==> config.mk <==
export PLATFORM = sky130hd
export DESIGN_NAME = wp_status_unit
export DESIGN_NICKNAME = d
export VERILOG_FILES = /design/src/rtl/wpsu_pkg.sv /design/src/rtl/wpsu_ctrl.sv /design/src/rtl/wpsu_regs.sv /design/src/rtl/wp_status_unit.sv
export SDC_FILE = /design/constraint.sdc
export NUM_CORES = 1
export LEC_CHECK = 0
export ABC_AREA = 1
export CAP_MARGIN = 20
export CORE_MARGIN = 3
export CORE_UTILIZATION = 25
export DETAILED_ROUTE_END_ITERATION = 10
export PLACE_DENSITY = 0.84
export SKIP_CTS_REPAIR_TIMING = 1
export SLEW_MARGIN = 20
export SYNTH_ARGS = -nofsm -noshare
export SYNTH_HDL_FRONTEND = slang
export SYNTH_SLANG_ARGS = --single-unit
==> constraint.sdc <==
create_clock -name clk -period 1 [get_ports clk]
set_input_delay 0.1 -clock clk [delete_from_list [all_inputs] [get_ports clk]]
set_output_delay 0.1 -clock clk [all_outputs]
set_load 0.01 [all_outputs]
==> src/rtl/wpsu_pkg.sv <==
package wpsu_pkg;
  localparam logic [7:0] OP_SET_LATCH = 8'h06;
  localparam logic [7:0] OP_CLR_LATCH = 8'h04;
  localparam logic [7:0] OP_READ_CFG  = 8'h05;
  localparam logic [7:0] OP_WRITE_CFG = 8'h01;

  // bits of the configuration byte that a write may change
  localparam logic [7:0] CFG_WR_MASK  = 8'h8C;
  localparam int         BIT_PEN      = 7;
  localparam int         BIT_LATCH    = 1;

  typedef struct packed {
    logic setLatch;
    logic clrLatch;
    logic loadCfg;
  } ctl_strobe_t;
endpackage

==> src/rtl/wpsu_ctrl.sv <==
module wpsu_ctrl
  import wpsu_pkg::*;
(
  input  logic        clk,
  input  logic        rstN,
  input  logic        cmdValid,
  input  logic [7:0]  cmdOpcode,
  input  logic        csRise,
  input  logic        statusWrValid,
  input  logic        memWrStrobe,
  input  logic        cfgWrOk,
  output ctl_strobe_t strb,
  output logic        readStatusActive
);
  logic readOn;
  logic cfgArmed;
  logic pendClr;
  logic isSet, isClr, isRead, isWrite;

  always_comb begin
    isSet   = cmdValid && (cmdOpcode == OP_SET_LATCH);
    isClr   = cmdValid && (cmdOpcode == OP_CLR_LATCH);
    isRead  = cmdValid && (cmdOpcode == OP_READ_CFG);
    isWrite = cmdValid && (cmdOpcode == OP_WRITE_CFG);
    strb.setLatch = isSet;
    strb.clrLatch = isClr || (csRise && pendClr);
    strb.loadCfg  = statusWrValid && cfgArmed && cfgWrOk && !csRise;
  end

  always_ff @(posedge clk) begin
    if (!rstN || csRise) begin
      readOn   <= 1'b0;
      cfgArmed <= 1'b0;
      pendClr  <= 1'b0;
    end else begin
      if (isRead)  readOn   <= 1'b1;
      if (isWrite) cfgArmed <= 1'b1;
      // first data byte disarms, applied or not
      if (statusWrValid && cfgArmed) cfgArmed <= 1'b0;
      if (strb.loadCfg || memWrStrobe) pendClr <= 1'b1;
    end
  end

  assign readStatusActive = readOn;
endmodule

==> src/rtl/wpsu_regs.sv <==
module wpsu_regs
  import wpsu_pkg::*;
#(
  parameter int ADDR_W = 18
)(
  input  logic              clk,
  input  logic              rstN,
  input  ctl_strobe_t       strb,
  input  logic [7:0]        statusWrData,
  input  logic              wpN,
  input  logic [ADDR_W-1:0] checkAddr,
  output logic              cfgWrOk,
  output logic              writeAllowed,
  output logic [7:0]        statusOut
);
  localparam int TOP = ADDR_W - 1;

  logic [7:0] cfgReg;
  logic       latch;
  logic [1:0] range;
  logic [1:0] topBits;
  logic       inProt;

  always_ff @(posedge clk) begin
    if (!rstN) begin
      cfgReg <= '0;
      latch  <= 1'b0;
    end else begin
      if (strb.loadCfg)
        cfgReg <= (cfgReg & ~CFG_WR_MASK) | (statusWrData & CFG_WR_MASK);
      if (strb.clrLatch)      latch <= 1'b0;
      else if (strb.setLatch) latch <= 1'b1;
    end
  end

  always_comb begin
    range   = cfgReg[3:2];
    topBits = checkAddr[TOP -: 2];
    unique case (range)
      2'b00:   inProt = 1'b0;
      2'b01:   inProt = (topBits == 2'b11);
      2'b10:   inProt = topBits[1];
      default: inProt = 1'b1;
    endcase
    cfgWrOk      = latch && !(cfgReg[BIT_PEN] && !wpN);
    writeAllowed = latch && !inProt;
    statusOut    = cfgReg | (8'(latch) << BIT_LATCH);
  end
endmodule

==> src/rtl/wp_status_unit.sv <==
module wp_status_unit
  import wpsu_pkg::*;
#(
  parameter int ADDR_W = 18
)(
  input  logic              clk,
  input  logic              rstN,
  input  logic              cmdValid,
  input  logic [7:0]        cmdOpcode,
  input  logic              csRise,
  input  logic              statusWrValid,
  input  logic [7:0]        statusWrData,
  input  logic              memWrStrobe,
  input  logic              wpN,
  input  logic [ADDR_W-1:0] checkAddr,
  output logic              writeAllowed,
  output logic [7:0]        statusOut,
  output logic              readStatusActive
);
  ctl_strobe_t strb;
  logic        cfgWrOk;

  wpsu_ctrl u_ctrl (
    .clk(clk), .rstN(rstN), .cmdValid(cmdValid), .cmdOpcode(cmdOpcode),
    .csRise(csRise), .statusWrValid(statusWrValid), .memWrStrobe(memWrStrobe),
    .cfgWrOk(cfgWrOk), .strb(strb), .readStatusActive(readStatusActive)
  );

  wpsu_regs #(.ADDR_W(ADDR_W)) u_regs (
    .clk(clk), .rstN(rstN), .strb(strb), .statusWrData(statusWrData),
    .wpN(wpN), .checkAddr(checkAddr), .cfgWrOk(cfgWrOk),
    .writeAllowed(writeAllowed), .statusOut(statusOut)
  );
endmodule

* Word-level counts from Yosys, hierarchy flattened
Index checks and enable logic that the tools add are counted.
** Storage, ports and cells
- Register bits after elaboration :: 12
- Bits in latches :: 0
- RAM bits :: 0
- Bits in read-only memories :: 0
- Bits of input ports :: 41
- Output and inout port bits :: 10
- Word-level logic and storage cells :: 38
- Memories kept :: 0
** Operators by class
- Add/subtract/negate cells :: 0
- $mul :: 0
- Div/mod/pow operators :: 0
- Order comparisons :: 0
- Equality and inequality tests :: 7
- Shift operators :: 0
- Multiplexer cells :: 1
- Bitwise operators :: 3
- Reduce and logical (&&, ||, !) cells :: 22
** Operator list (number)
- equality test 8 x 3 -> 1 bit, second input constant :: 3
- logical AND 1 bit :: 11
- equality test 8 x 1 -> 1 bit, second input constant :: 1
- OR 7 x 8 -> 8 bit :: 1
- OR 8 x 2 -> 8 bit :: 1
- zero test 1 bit :: 5
- equality test 2 bit, second input constant :: 2
- OR reduction 2 bit :: 2
- logical OR 1 bit :: 3
- case mux 1 bit (3 select lines) :: 1
- equality test 2 x 1 -> 1 bit, second input constant :: 1
- zero test 2 bit :: 1
- inverter 1 bit :: 1

* Logic depth before layout (Yosys ltp)
Gate-level depths: netlist (run 1).
- Word-level depth :: 7
- Depth in mapped cells :: 7
- Depth with buffers taken out :: 7

* Cells and area by module
From an unflattened synthesis (run 1), not the netlist that was laid out.
** Second synthesis, totals
- Cells, all modules :: 66
- Area, all modules :: 431.7 um^2
** By module, submodules not included
- wpsu_ctrl :: instances 1, cells an instance 36, area each 225.2 um^2, seq. area each 60.1 um^2
- wpsu_regs :: instances 1, cells an instance 30, area each 206.4 um^2, seq. area each 80.1 um^2

* Worst setup path after synthesis (run 1)
OpenSTA, ideal clock, no wires.
- Path type :: flip-flop to flip-flop
- From :: register u_regs.cfgReg[7]
- To :: register u_regs.cfgReg[2]
- Data arrival time :: 0.860 ns
- Data required time :: 0.887 ns
- Setup slack :: 0.027 ns
- Cell stages (with the launch flop) :: 7
- Buffers on the path :: 0
- Period minus slack after synthesis :: 0.973 ns
- Cells stage by stage :: dfxtp_1 > inv_1 > or2_0 > nand2_2 > nand2_1 > nand2_1 > nor2_1
** On the way
- Word-level cells in the longest chain between the ends :: 5
** Ends and longest elaborated chain
- start, declared :: RTL line wpsu_regs.sv:18 : logic [7:0] cfgReg;
- start signal, assigned :: RTL line wpsu_regs.sv:30 : cfgReg <= (cfgReg & ~CFG_WR_MASK) | (statusWrData & CFG_WR_MASK);
- logical AND 1 bit :: RTL line wpsu_regs.sv:45 : cfgWrOk = latch && !(cfgReg[BIT_PEN] && !wpN);
- zero test 1 bit :: RTL line wpsu_regs.sv:45
- logical AND 1 bit :: RTL line wpsu_regs.sv:45
- logical AND 1 bit (2 in a row) :: RTL line wpsu_ctrl.sv:27 : strb.loadCfg = statusWrValid && cfgArmed && cfgWrOk && !csRise;
Every way passes these cells.
A chain may end at the register's enable or synchronous reset.

* Final worst setup path (run 1)
- From :: input checkAddr[17]
- To :: output writeAllowed
** On the way
- Word-level cells in the longest chain between the ends :: 4
** Ends and longest elaborated chain
- start, declared :: RTL line wp_status_unit.sv:15 : input logic [ADDR_W-1:0] checkAddr,
- equality test 2 bit :: RTL line wpsu_regs.sv:41 : 2'b01: inProt = (topBits == 2'b11);
- case mux 1 bit (3 select lines) * :: RTL line wpsu_regs.sv:39 : unique case (range)
- zero test 1 bit * :: RTL line wpsu_regs.sv:46 : writeAllowed = latch && !inProt;
- logical AND 1 bit * :: RTL line wpsu_regs.sv:46
- end, declared :: RTL line wp_status_unit.sv:16 : output logic writeAllowed,
Mark *: on every way between the ends. The rest lies on a longest branch, timed or not.

==> impl_results.rst, run 1 <==
.. list-table::
   :header-rows: 1

   * - Metric
     - Value
   * - Vias after detailed routing
     - 497
   * - Fraction of layout cells with a size suffix above 1
     - 24.5%
   * - Width of the die
     - 46.3 um
   * - Area share of the largest cell type after synthesis
     - 34.6%
   * - HPWL Detailed
     - 910 um
   * - Top cell types by occurrence after synthesis
     - 16 x sky130_fd_sc_hd__nor2_1, 14 x sky130_fd_sc_hd__nand2_1, 7 x sky130_fd_sc_hd__dfxtp_1, 7 x sky130_fd_sc_hd__inv_1
   * - Cell area after layout
     - 767 sq um
   * - Buffer depth of the longest clock path
     - 2
   * - Total grt overflow
     - 0
   * - Global-route usage over all layers
     - 11.8%
   * - Result of the run
     - finished with violations
   * - Slew Viols, Final
     - 0
   * - CTS Root Cell
     - sky130_fd_sc_hd__clkbuf_4
   * - Maximum number of pins on one net before global-route repair
     - 8
   * - Final Worst Setup Slack
     - -0.0387 ns
   * - Sum of buffers and inverters on the critical path
     - 2
   * - Failing checks
     - negative setup slack
   * - Post-Synthesis Mean Instance Area
     - 6.24 sq um
   * - Most instantiated library cell after synthesis
     - sky130_fd_sc_hd__nor2_1
   * - VDD IR-drop max
     - 0.000809 V
   * - Post-route antenna net violation count
     - 0
   * - Capturing element type of the critical path
     - output pin
   * - Number of fillers in the final layout
     - 139
   * - Routed wirelength normalized by instance count
     - 10.1 um
   * - Total net switching power
     - 145 uW
   * - RSZ-0062 raised after global routing
     - yes
   * - CTS tree
     - done
   * - Biggest area contributors in the synthesized netlist
     - sky130_fd_sc_hd__dfxtp_1 35%, sky130_fd_sc_hd__nor2_1 15%, sky130_fd_sc_hd__nand2_1 13%
   * - YS warnings
     - 0
   * - Clock transition at path regs
     - 0.05 ns
   * - Final net count
     - 140
   * - Pwr dens
     - 860 nW/um^2
   * - Later-pin clock latency in the skew report
     - 0.25 ns
   * - CP delay by family, top
     - buffers and inverters
   * - Crit path max fanout
     - 2
   * - Final Skew
     - 0.000932 ns
   * - Placer congestion estimate
     - 0.671
   * - Most area-hungry cell type in the Yosys netlist
     - sky130_fd_sc_hd__dfxtp_1
   * - # placed instances
     - 108
   * - Kind of critical path
     - in2out
   * - Logic gate share of total power
     - 19.0%
   * - Final Hold Viols
     - 0
   * - Synthesized flop and latch total
     - 7
   * - First drt pass iteration count
     - 2
   * - Core box area
     - 1420 sq um
   * - Top-level port count
     - 51
   * - Via-to-Cell Ratio
     - 4.40
   * - Max capacitance violation total
     - 0
   * - Starting density of the core
     - 28.6%
   * - Worst-path cell with the longest stage delay
     - sky130_fd_sc_hd__clkdlybuf4s50_1
   * - Via count of the first global-routing pass
     - 474
   * - Number of buffers inserted by port buffering
     - 25
   * - Initial antenna violation count
     - 0
   * - Floorplan row count
     - 13
   * - Worst-path cell chain
     - clkdlybuf4s50_1 > a21oi_1 > o21a_1 > buf_2
   * - Share of the clock period used by the worst path after layout
     - 104%
   * - Area of the mapped netlist
     - 405 sq um
   * - Area of the die
     - 2140 sq um
   * - P_leak
     - 0.000420 uW
   * - Initial DRC count
     - 3
   * - EDFF count, synth
     - 0
   * - # clock sinks
     - 7
   * - Residual DRC count
     - 0
   * - Post-detailed-routing wire length
     - 1140 um
   * - Required @ worst endpoint
     - 0.90 ns
   * - Switching fraction of total power
     - 22.0%
   * - First-pass GRT wire length
     - 1770 um
   * - Sequential-to-total area share from yosys stat
     - 34.6%
   * - Relative area change from synthesis to final layout
     - 89.2%
   * - CP peak stage delay
     - 0.47 ns
   * - Distinct cell type count of the synthesized netlist
     - 15
   * - Final setup violation count
     - 3
   * - Maximum operating frequency
     - 0.963 GHz
   * - Post-layout instance count excluding filler cells
     - 113
   * - Synthesized instance count
     - 65
   * - Max H-tree Level
     - 1
   * - Arrival time of data at the critical path endpoint
     - 0.94 ns
   * - Share of flip-flops with an asynchronous set or reset after synthesis
     - 0%
   * - Most frequently used flop master after synthesis
     - sky130_fd_sc_hd__dfxtp_1
   * - DP Area
     - 686 sq um
   * - Register share of total power
     - 42.9%
   * - Type of origin of the critical path
     - input pin
   * - Inserted Diodes
     - 0
   * - Internal Pwr Total
     - 514 uW
   * - Tightest Hold Check Type
     - in2reg
   * - Die H
     - 46.3 um
   * - Clock group share of total power
     - 38.1%
   * - Post-layout min period
     - 1.04 ns
   * - CTS Buf Count
     - 3
final timing paths:
path	from	to	cells after the start	slack (ns)
setup / recovery	checkAddr[17]	writeAllowed	4	-0.04
setup reg to reg	u_regs.cfgReg[7]	u_regs.cfgReg[3]	6	-0.01
hold reg to reg	u_ctrl.readStatusActive	u_ctrl.readStatusActive	2	0.44
hold / removal	statusWrData[7]	u_regs.cfgReg[7]	3	0.43
through the flow:
step / power (uW) / util, % / hold WS [ns] / worst slack (ns) / TNS, ns
finish: 659 / 54.2 / 0.427 / -0.0387 / -0.0537
detailed placement: 410 / 48.5 / 0.442 / -0.426 / -1.43
CTS: 670 / 50.3 / 0.426 / -0.459 / -1.87
global placement: 406 / 48.5 / 0.434 / -0.404 / -1.24
floorplan: 329 / - / 0.220 / 0.0268 / 0
global route: 706 / 54.2 / 0.446 / -0.0913 / -0.234
layout by cell type (no fill, tap or decap):
cell type,Yosys,routed
sky130_fd_sc_hd__clkdlybuf4s50_1,0,19
sky130_fd_sc_hd__nor2_1,16,14
sky130_fd_sc_hd__nand2_1,14,10
sky130_fd_sc_hd__inv_1,7,6
sky130_fd_sc_hd__a21oi_1,5,5
sky130_fd_sc_hd__dlymetal6s2s_1,0,5
sky130_fd_sc_hd__buf_4,5,5
sky130_fd_sc_hd__conb_1,1,4
sky130_fd_sc_hd__dfxtp_1,7,4
sky130_fd_sc_hd__nand2_2,1,3
sky130_fd_sc_hd__clkbuf_4,0,3
sky130_fd_sc_hd__dfxtp_2,0,3
sky130_fd_sc_hd__nand4_1,2,2
sky130_fd_sc_hd__inv_2,1,2
sky130_fd_sc_hd__nand3_1,2,2
sky130_fd_sc_hd__nor2_2,1,2
sky130_fd_sc_hd__nand2_4,0,2
sky130_fd_sc_hd__o21a_1,1,1
sky130_fd_sc_hd__nor2_4,0,1
sky130_fd_sc_hd__or2_4,0,1
sky130_fd_sc_hd__o21bai_1,1,1
sky130_fd_sc_hd__clkbuf_1,0,1
sky130_fd_sc_hd__buf_2,0,1
sky130_fd_sc_hd__buf_6,0,1
registers in the layout, indices dropped and copies added (netlist names):
| name | cells |
|---|---|
| u_ctrl.pendClr | 1 |
| u_ctrl.readStatusActive | 1 |
| u_regs.latch | 1 |
| u_ctrl.cfgArmed | 1 |
| u_regs.cfgReg | 3 |
per-layer routing:
layer,GRT usage [%],part of all wire (%),vias to the layer above
met5,0,0,-
met4,2.27,0,0
met3,7.81,11,0
met2,21.2,55,20
met1,11.1,34,218
li1,-,-,259
cells by family after synthesis:
kind of cell | count (synthesis) | share of synthesized area (%)
other | 1 | 0.925
buffers and inverters | 13 | 16.7
AOI/OAI and AO/OA | 7 | 9.88
and+or+nand+nor | 37 | 38.0
DFF | 7 | 34.6
final cells by class:
class / count / area [sq um] / share of cell area [%]
repair buffers: 31 / 307 / 40.0
multi-input cells: 48 / 241 / 31.5
flip-flops and latches: 7 / 144 / 18.8
inverters: 8 / 30.0 / 3.92
clock buffers: 4 / 26.3 / 3.43
well taps: 15 / 18.8 / 2.45
power by group through the flow:
stage / clock network (uW) / logic (uW) / registers [uW]
2_1_floorplan: 0 / 41.3 / 288
3_3_place_gp: 0 / 118 / 288
3_5_place_dp: 0 / 122 / 288
4_1_cts: 266 / 122 / 282
5_1_grt: 288 / 135 / 282
6_report: 251 / 125 / 283
worst register-to-register path: cells and delay by family (launching register included):
kind                   cells  cell delay (ns)
AND/OR/NAND/NOR            5             0.52
flip-flops                 1             0.34
buffers and inverters      1             0.05
(Power assumes the default switching activity.)
==> run 2: changes to the inputs <==
Settings changed: CORE_MARGIN 3 to unset.
==> impl_results.rst, run 2 (synthesized netlist as in run 1, its figures left out) <==
.. list-table::
   :header-rows: 1

   * - Metric
     - Value
   * - Tightest Hold Check Type
     - in2reg
   * - Leading cell type in the layout, fill and taps excluded
     - sky130_fd_sc_hd__clkdlybuf4s50_1
   * - VDD IR-drop max
     - 0.000481 V
   * - Global-route usage over all layers
     - 13.5%
   * - Type of origin of the critical path
     - flip-flop
   * - Final setup violation count
     - 1
   * - Arrival time of data at the critical path endpoint
     - 0.96 ns
   * - Buffer depth of the longest clock path
     - 2
   * - # clock sinks
     - 7
   * - Clock transition at path regs
     - 0.05 ns
   * - Crit path max fanout
     - 3
   * - Final Worst Setup Slack
     - -0.0646 ns
   * - Floorplan row count
     - 14
   * - Worst-case register-to-register setup slack
     - 0.04 ns
   * - Met2 wirelength from detailed routing
     - 586 um
   * - RSZ-0062 raised after global routing
     - yes
   * - DP Area
     - 687 sq um
   * - Result of the run
     - finished with violations
   * - Max capacitance violation total
     - 0
   * - Pwr dens
     - 907 nW/um^2
   * - Via count of the first global-routing pass
     - 465
   * - # placed instances
     - 109
   * - Die H
     - 42.3 um
   * - Post-route antenna net violation count
     - 0
   * - Post-detailed-routing wire length
     - 1100 um
   * - Share of the clock period used by the worst path after layout
     - 106%
   * - Starting density of the core
     - 26.9%
   * - Cell area after layout
     - 756 sq um
   * - Final core utilization
     - 50.2%
   * - Width of the die
     - 42.3 um
   * - First-pass GRT wire length
     - 1770 um
   * - Failing checks
     - negative setup slack
   * - Initial antenna violation count
     - 0
   * - Uppermost routed layer
     - met4
   * - Flip-flop count of the largest register, all copies and words added
     - 3
   * - CTS tree
     - done
   * - Inserted Diodes
     - 0
   * - Placer congestion estimate
     - 0.707
   * - Number of buffers inserted by port buffering
     - 25
   * - Maximum number of pins on one net before global-route repair
     - 8
   * - Maximum operating frequency
     - 0.939 GHz
   * - Final Hold Viols
     - 0
   * - Wl on met1
     - 430 um
   * - Via-to-Cell Ratio
     - 4.31
   * - Slew Viols, Final
     - 0
   * - Met3 WL
     - 67 um
   * - CTS Root Cell
     - sky130_fd_sc_hd__clkbuf_4
   * - Total grt overflow
     - 0
   * - Fraction of layout cells with a size suffix above 1
     - 21.6%
   * - Kind of critical path
     - reg2out
   * - First drt pass iteration count
     - 3
   * - Relative area change from synthesis to final layout
     - 86.4%
   * - Core box area
     - 1510 sq um
   * - Required @ worst endpoint
     - 0.90 ns
   * - Post-Place Worst Slack
     - -0.442 ns
   * - Final net count
     - 139
   * - Total negative slack for setup checks
     - -0.0646 ns
   * - Post-layout min period
     - 1.06 ns
   * - Most used cells in the layout excluding fill and tap cells
     - 19 x sky130_fd_sc_hd__clkdlybuf4s50_1, 15 x sky130_fd_sc_hd__nor2_1, 11 x sky130_fd_sc_hd__nand2_1
   * - Max H-tree Level
     - 1
   * - Vias after detailed routing
     - 487
   * - Routed wirelength normalized by instance count
     - 9.76 um
   * - Residual DRC count
     - 0
   * - Top-level port count
     - 51
   * - HPWL Detailed
     - 905 um
   * - CTS Buf Count
     - 3
   * - Post-layout instance count excluding filler cells
     - 113
   * - Capturing element type of the critical path
     - output pin
   * - Initial DRC count
     - 2
   * - Final Skew
     - 0.00393 ns
   * - P_leak
     - 0.000414 uW
   * - Later-pin clock latency in the skew report
     - 0.26 ns
   * - Area of the die
     - 1790 sq um
   * - Register with the most flip-flops
     - u_regs.cfgReg
   * - Number of fillers in the final layout
     - 150
## run 2: cell count changes in the layout (fill, tap and decap cells not counted), sizes merged
| cell | previous run | this run |
|---|---|---|
| buf | 7 | 5 |
| clkbuf | 4 | 5 |
## run 2: path summary, 6_finish.rpt
path | from | end | depth (start not counted)
worst min register to register | u_ctrl.readStatusActive | u_ctrl.readStatusActive | 2
worst max register to register | u_regs.latch | u_regs.cfgReg[3] | 7
worst max-delay path | u_regs.cfgReg[3] | writeAllowed | 3
worst min-delay path | statusWrData[7] | u_regs.cfgReg[7] | 3
## run 2: power breakdown
group          leakage [uW]  total (uW)  internal, uW  switching (uW)
logic              0.000341         125          81.0            43.7
registers         0.0000581         282           281            1.07
clock network     0.0000150         278           154             125
total              0.000414         685           516             170
## run 2: final cells by class
class / instances / area, sq um / share of cell area, %
clock buffer: 4 / 26.3 / 3.48
inverter: 8 / 30.0 / 3.97
multi-input combinational: 48 / 236 / 31.3
tap: 16 / 20.0 / 2.65
sequential: 7 / 144 / 19.0
timing repair buffer: 30 / 299 / 39.6
## run 2: worst max-delay path, stage by stage, from the launching register on
cell                       delay, ns
sky130_fd_sc_hd__dfxtp_2        0.32
sky130_fd_sc_hd__a21oi_1        0.12
sky130_fd_sc_hd__o21a_1         0.14
sky130_fd_sc_hd__clkbuf_2       0.12
## run 2: through the flow
stage / power (uW) / hold slack, ns
floorplan: 329 / 0.220
global placement: 406 / 0.434
detailed placement: 410 / 0.442
CTS: 692 / 0.417
global route: 718 / 0.434
finish: 685 / 0.418
## run 2: metal layers
metal | GRT usage [%] | up-vias
met1 | 13.8 | 214
li1 | - | 255
met4 | 7.50 | 0
met3 | 3.88 | 2
met5 | 0 | -
met2 | 24.3 | 16
==> run 3: changes to the inputs <==
Settings changed: CORE_AREA set to 2 2 39 41, CORE_UTILIZATION 25 to unset, DIE_AREA set to 0 0 41 43, DONT_BUFFER_PORTS set to 1, PLACE_DENSITY 0.84 to 0.49.
==> impl_results.rst, run 3 (synthesized netlist as in run 1, its figures left out) <==
.. list-table::
   :header-rows: 1

   * - Metric
     - Value
   * - Worst-case register-to-register setup slack
     - 0.04 ns
   * - Maximum operating frequency
     - 1.00 GHz
   * - Width of the die
     - 41 um
   * - Post-route antenna net violation count
     - 0
   * - Crit path max fanout
     - 4
   * - Worst R2R Start
     - u_regs.cfgReg[7]
   * - Clock transition at path regs
     - 0.05 ns
   * - Number of buffers inserted by port buffering
     - 0
   * - First drt pass iteration count
     - 4
   * - Post-Place Worst Slack
     - 0.0176 ns
   * - Placer congestion estimate
     - 0.685
   * - CTS Buf Count
     - 3
   * - # placed instances
     - 81
   * - Residual DRC count
     - 0
   * - CTS tree
     - done
   * - Number of fillers in the final layout
     - 162
   * - Floorplan row count
     - 14
   * - Flip-flop count of the largest register, all copies and words added
     - 3
   * - Clock group share of total power
     - 43.3%
   * - HPWL Detailed
     - 631 um
   * - Final setup violation count
     - 0
   * - DP Area
     - 414 sq um
   * - Core box area
     - 1380 sq um
   * - VDD IR-drop max
     - 0.000641 V
   * - Worst reg2reg path depth
     - 6
   * - Post-layout min period
     - 0.999 ns
   * - Leading cell type in the layout, fill and taps excluded
     - sky130_fd_sc_hd__nor2_1
   * - P_leak
     - 0.000213 uW
   * - Initial DRC count
     - 8
   * - Post-layout instance count excluding filler cells
     - 88
   * - Maximum number of pins on one net before global-route repair
     - 8
   * - Post-detailed-routing wire length
     - 807 um
   * - Final Worst Setup Slack
     - 0.000637 ns
   * - RSZ-0062 raised after global routing
     - yes
   * - Total net switching power
     - 126 uW
   * - Inserted Diodes
     - 0
   * - Uppermost routed layer
     - met3
   * - Min-delay src
     - statusWrData[3]
   * - Hold slack
     - -0.00480 ns
   * - Pwr dens
     - 1200 nW/um^2
   * - Reg-to-reg endpoint
     - u_regs.cfgReg[7]
   * - Max capacitance violation total
     - 0
   * - Switching fraction of total power
     - 21.8%
   * - CTS Root Cell
     - sky130_fd_sc_hd__clkbuf_4
   * - Wl on met1
     - 348 um
   * - Worst-case hold path end point
     - u_regs.cfgReg[3]
   * - Relative area change from synthesis to final layout
     - 18.8%
   * - Tightest Hold Check Type
     - in2reg
   * - Die H
     - 43 um
   * - Fraction of layout cells with a size suffix above 1
     - 19.4%
   * - Final Hold Viols
     - 1
   * - Total grt overflow
     - 0
   * - Max H-tree Level
     - 1
   * - Via-to-Cell Ratio
     - 4.36
   * - Type of origin of the critical path
     - flip-flop
   * - Initial antenna violation count
     - 0
   * - Starting density of the core
     - 29.3%
   * - Buffer depth of the longest clock path
     - 2
   * - Failing checks
     - negative hold slack
   * - Global-route usage over all layers
     - 10.4%
   * - Routed wirelength normalized by instance count
     - 9.17 um
   * - Required @ worst endpoint
     - 0.90 ns
   * - First-pass GRT wire length
     - 1250 um
   * - Logic gate share of total power
     - 7.9%
   * - Result of the run
     - finished with violations
   * - # clock sinks
     - 7
   * - Hold path depth
     - 2
   * - Capturing element type of the critical path
     - output pin
   * - Register with the most flip-flops
     - u_regs.cfgReg
   * - Slew Viols, Final
     - 0
   * - Register share of total power
     - 48.8%
   * - Area of the die
     - 1760 sq um
   * - Later-pin clock latency in the skew report
     - 0.25 ns
   * - Share of the clock period used by the worst path after layout
     - 99.9%
   * - Vias after detailed routing
     - 384
   * - Most used cells in the layout excluding fill and tap cells
     - 16 x sky130_fd_sc_hd__nor2_1, 14 x sky130_fd_sc_hd__nand2_1, 6 x sky130_fd_sc_hd__inv_1
   * - Met2 wirelength from detailed routing
     - 362 um
   * - Final core utilization
     - 34.8%
   * - Internal Pwr Total
     - 453 uW
   * - Kind of critical path
     - reg2out
   * - Final Skew
     - 0.00224 ns
   * - Final net count
     - 114
   * - Cell area after layout
     - 482 sq um
   * - Top-level port count
     - 51
   * - Via count of the first global-routing pass
     - 342
   * - Met3 WL
     - 97 um
   * - Arrival time of data at the critical path endpoint
     - 0.90 ns
==> run 3: worst max-delay path: stages, from the launching register on <==
cell and delay (ns):
sky130_fd_sc_hd__dfxtp_2 0.39, sky130_fd_sc_hd__a21oi_2 0.07, sky130_fd_sc_hd__o21a_1 0.20
==> run 3: layer usage <==
layer | vias up | global-route usage (%)
met2 | 20 | 15.3
met5 | - | 0
met3 | 0 | 3.66
met4 | 0 | 6.00
li1 | 203 | -
met1 | 161 | 12.3
==> run 3: power by group through the flow <==
stage	sequential, uW	combinational [uW]	clock (uW)
6_report	283	45.9	251
3_3_place_gp	288	33.1	0
4_1_cts	282	33.4	266
3_5_place_dp	288	33.4	0
5_1_grt	282	54.9	286
2_1_floorplan	288	41.3	0
==> run 3: how the worst max path moves through the flow <==
stage                                start          endpoint  slack [ns]  cells past startpoint
final                     u_regs.cfgReg[3]      writeAllowed      0.0006                      2
after global routing      u_regs.cfgReg[3]      writeAllowed       -0.06                      2
after global placement    u_regs.cfgReg[7]  u_regs.cfgReg[7]        0.03                      6
after detailed placement  u_regs.cfgReg[7]  u_regs.cfgReg[7]        0.02                      6
after floorplan           u_regs.cfgReg[7]  u_regs.cfgReg[2]        0.03                      6
after CTS                 u_regs.cfgReg[3]      writeAllowed       -0.09                      2
==> run 3: cell type report <==
| type | instances | area, sq um | share of cell area (%) |
|---|---|---|---|
| Tap cell | 16 | 20.0 | 4.16 |
| Clock buffer | 4 | 26.3 | 5.45 |
| Sequential cell | 7 | 144 | 29.9 |
| Inverter | 8 | 30.0 | 6.23 |
| Multi-Input combinational cell | 48 | 216 | 44.9 |
| Timing Repair Buffer | 5 | 45.0 | 9.35 |
==> run 3: metrics by stage <==
stage                     total power [uW]  TNS, ns
after CTS                              582  -0.0942
after global placement                 321        0
after detailed placement               322        0
final                                  579        0
after global routing                   623   -0.131
after floorplan                        329        0
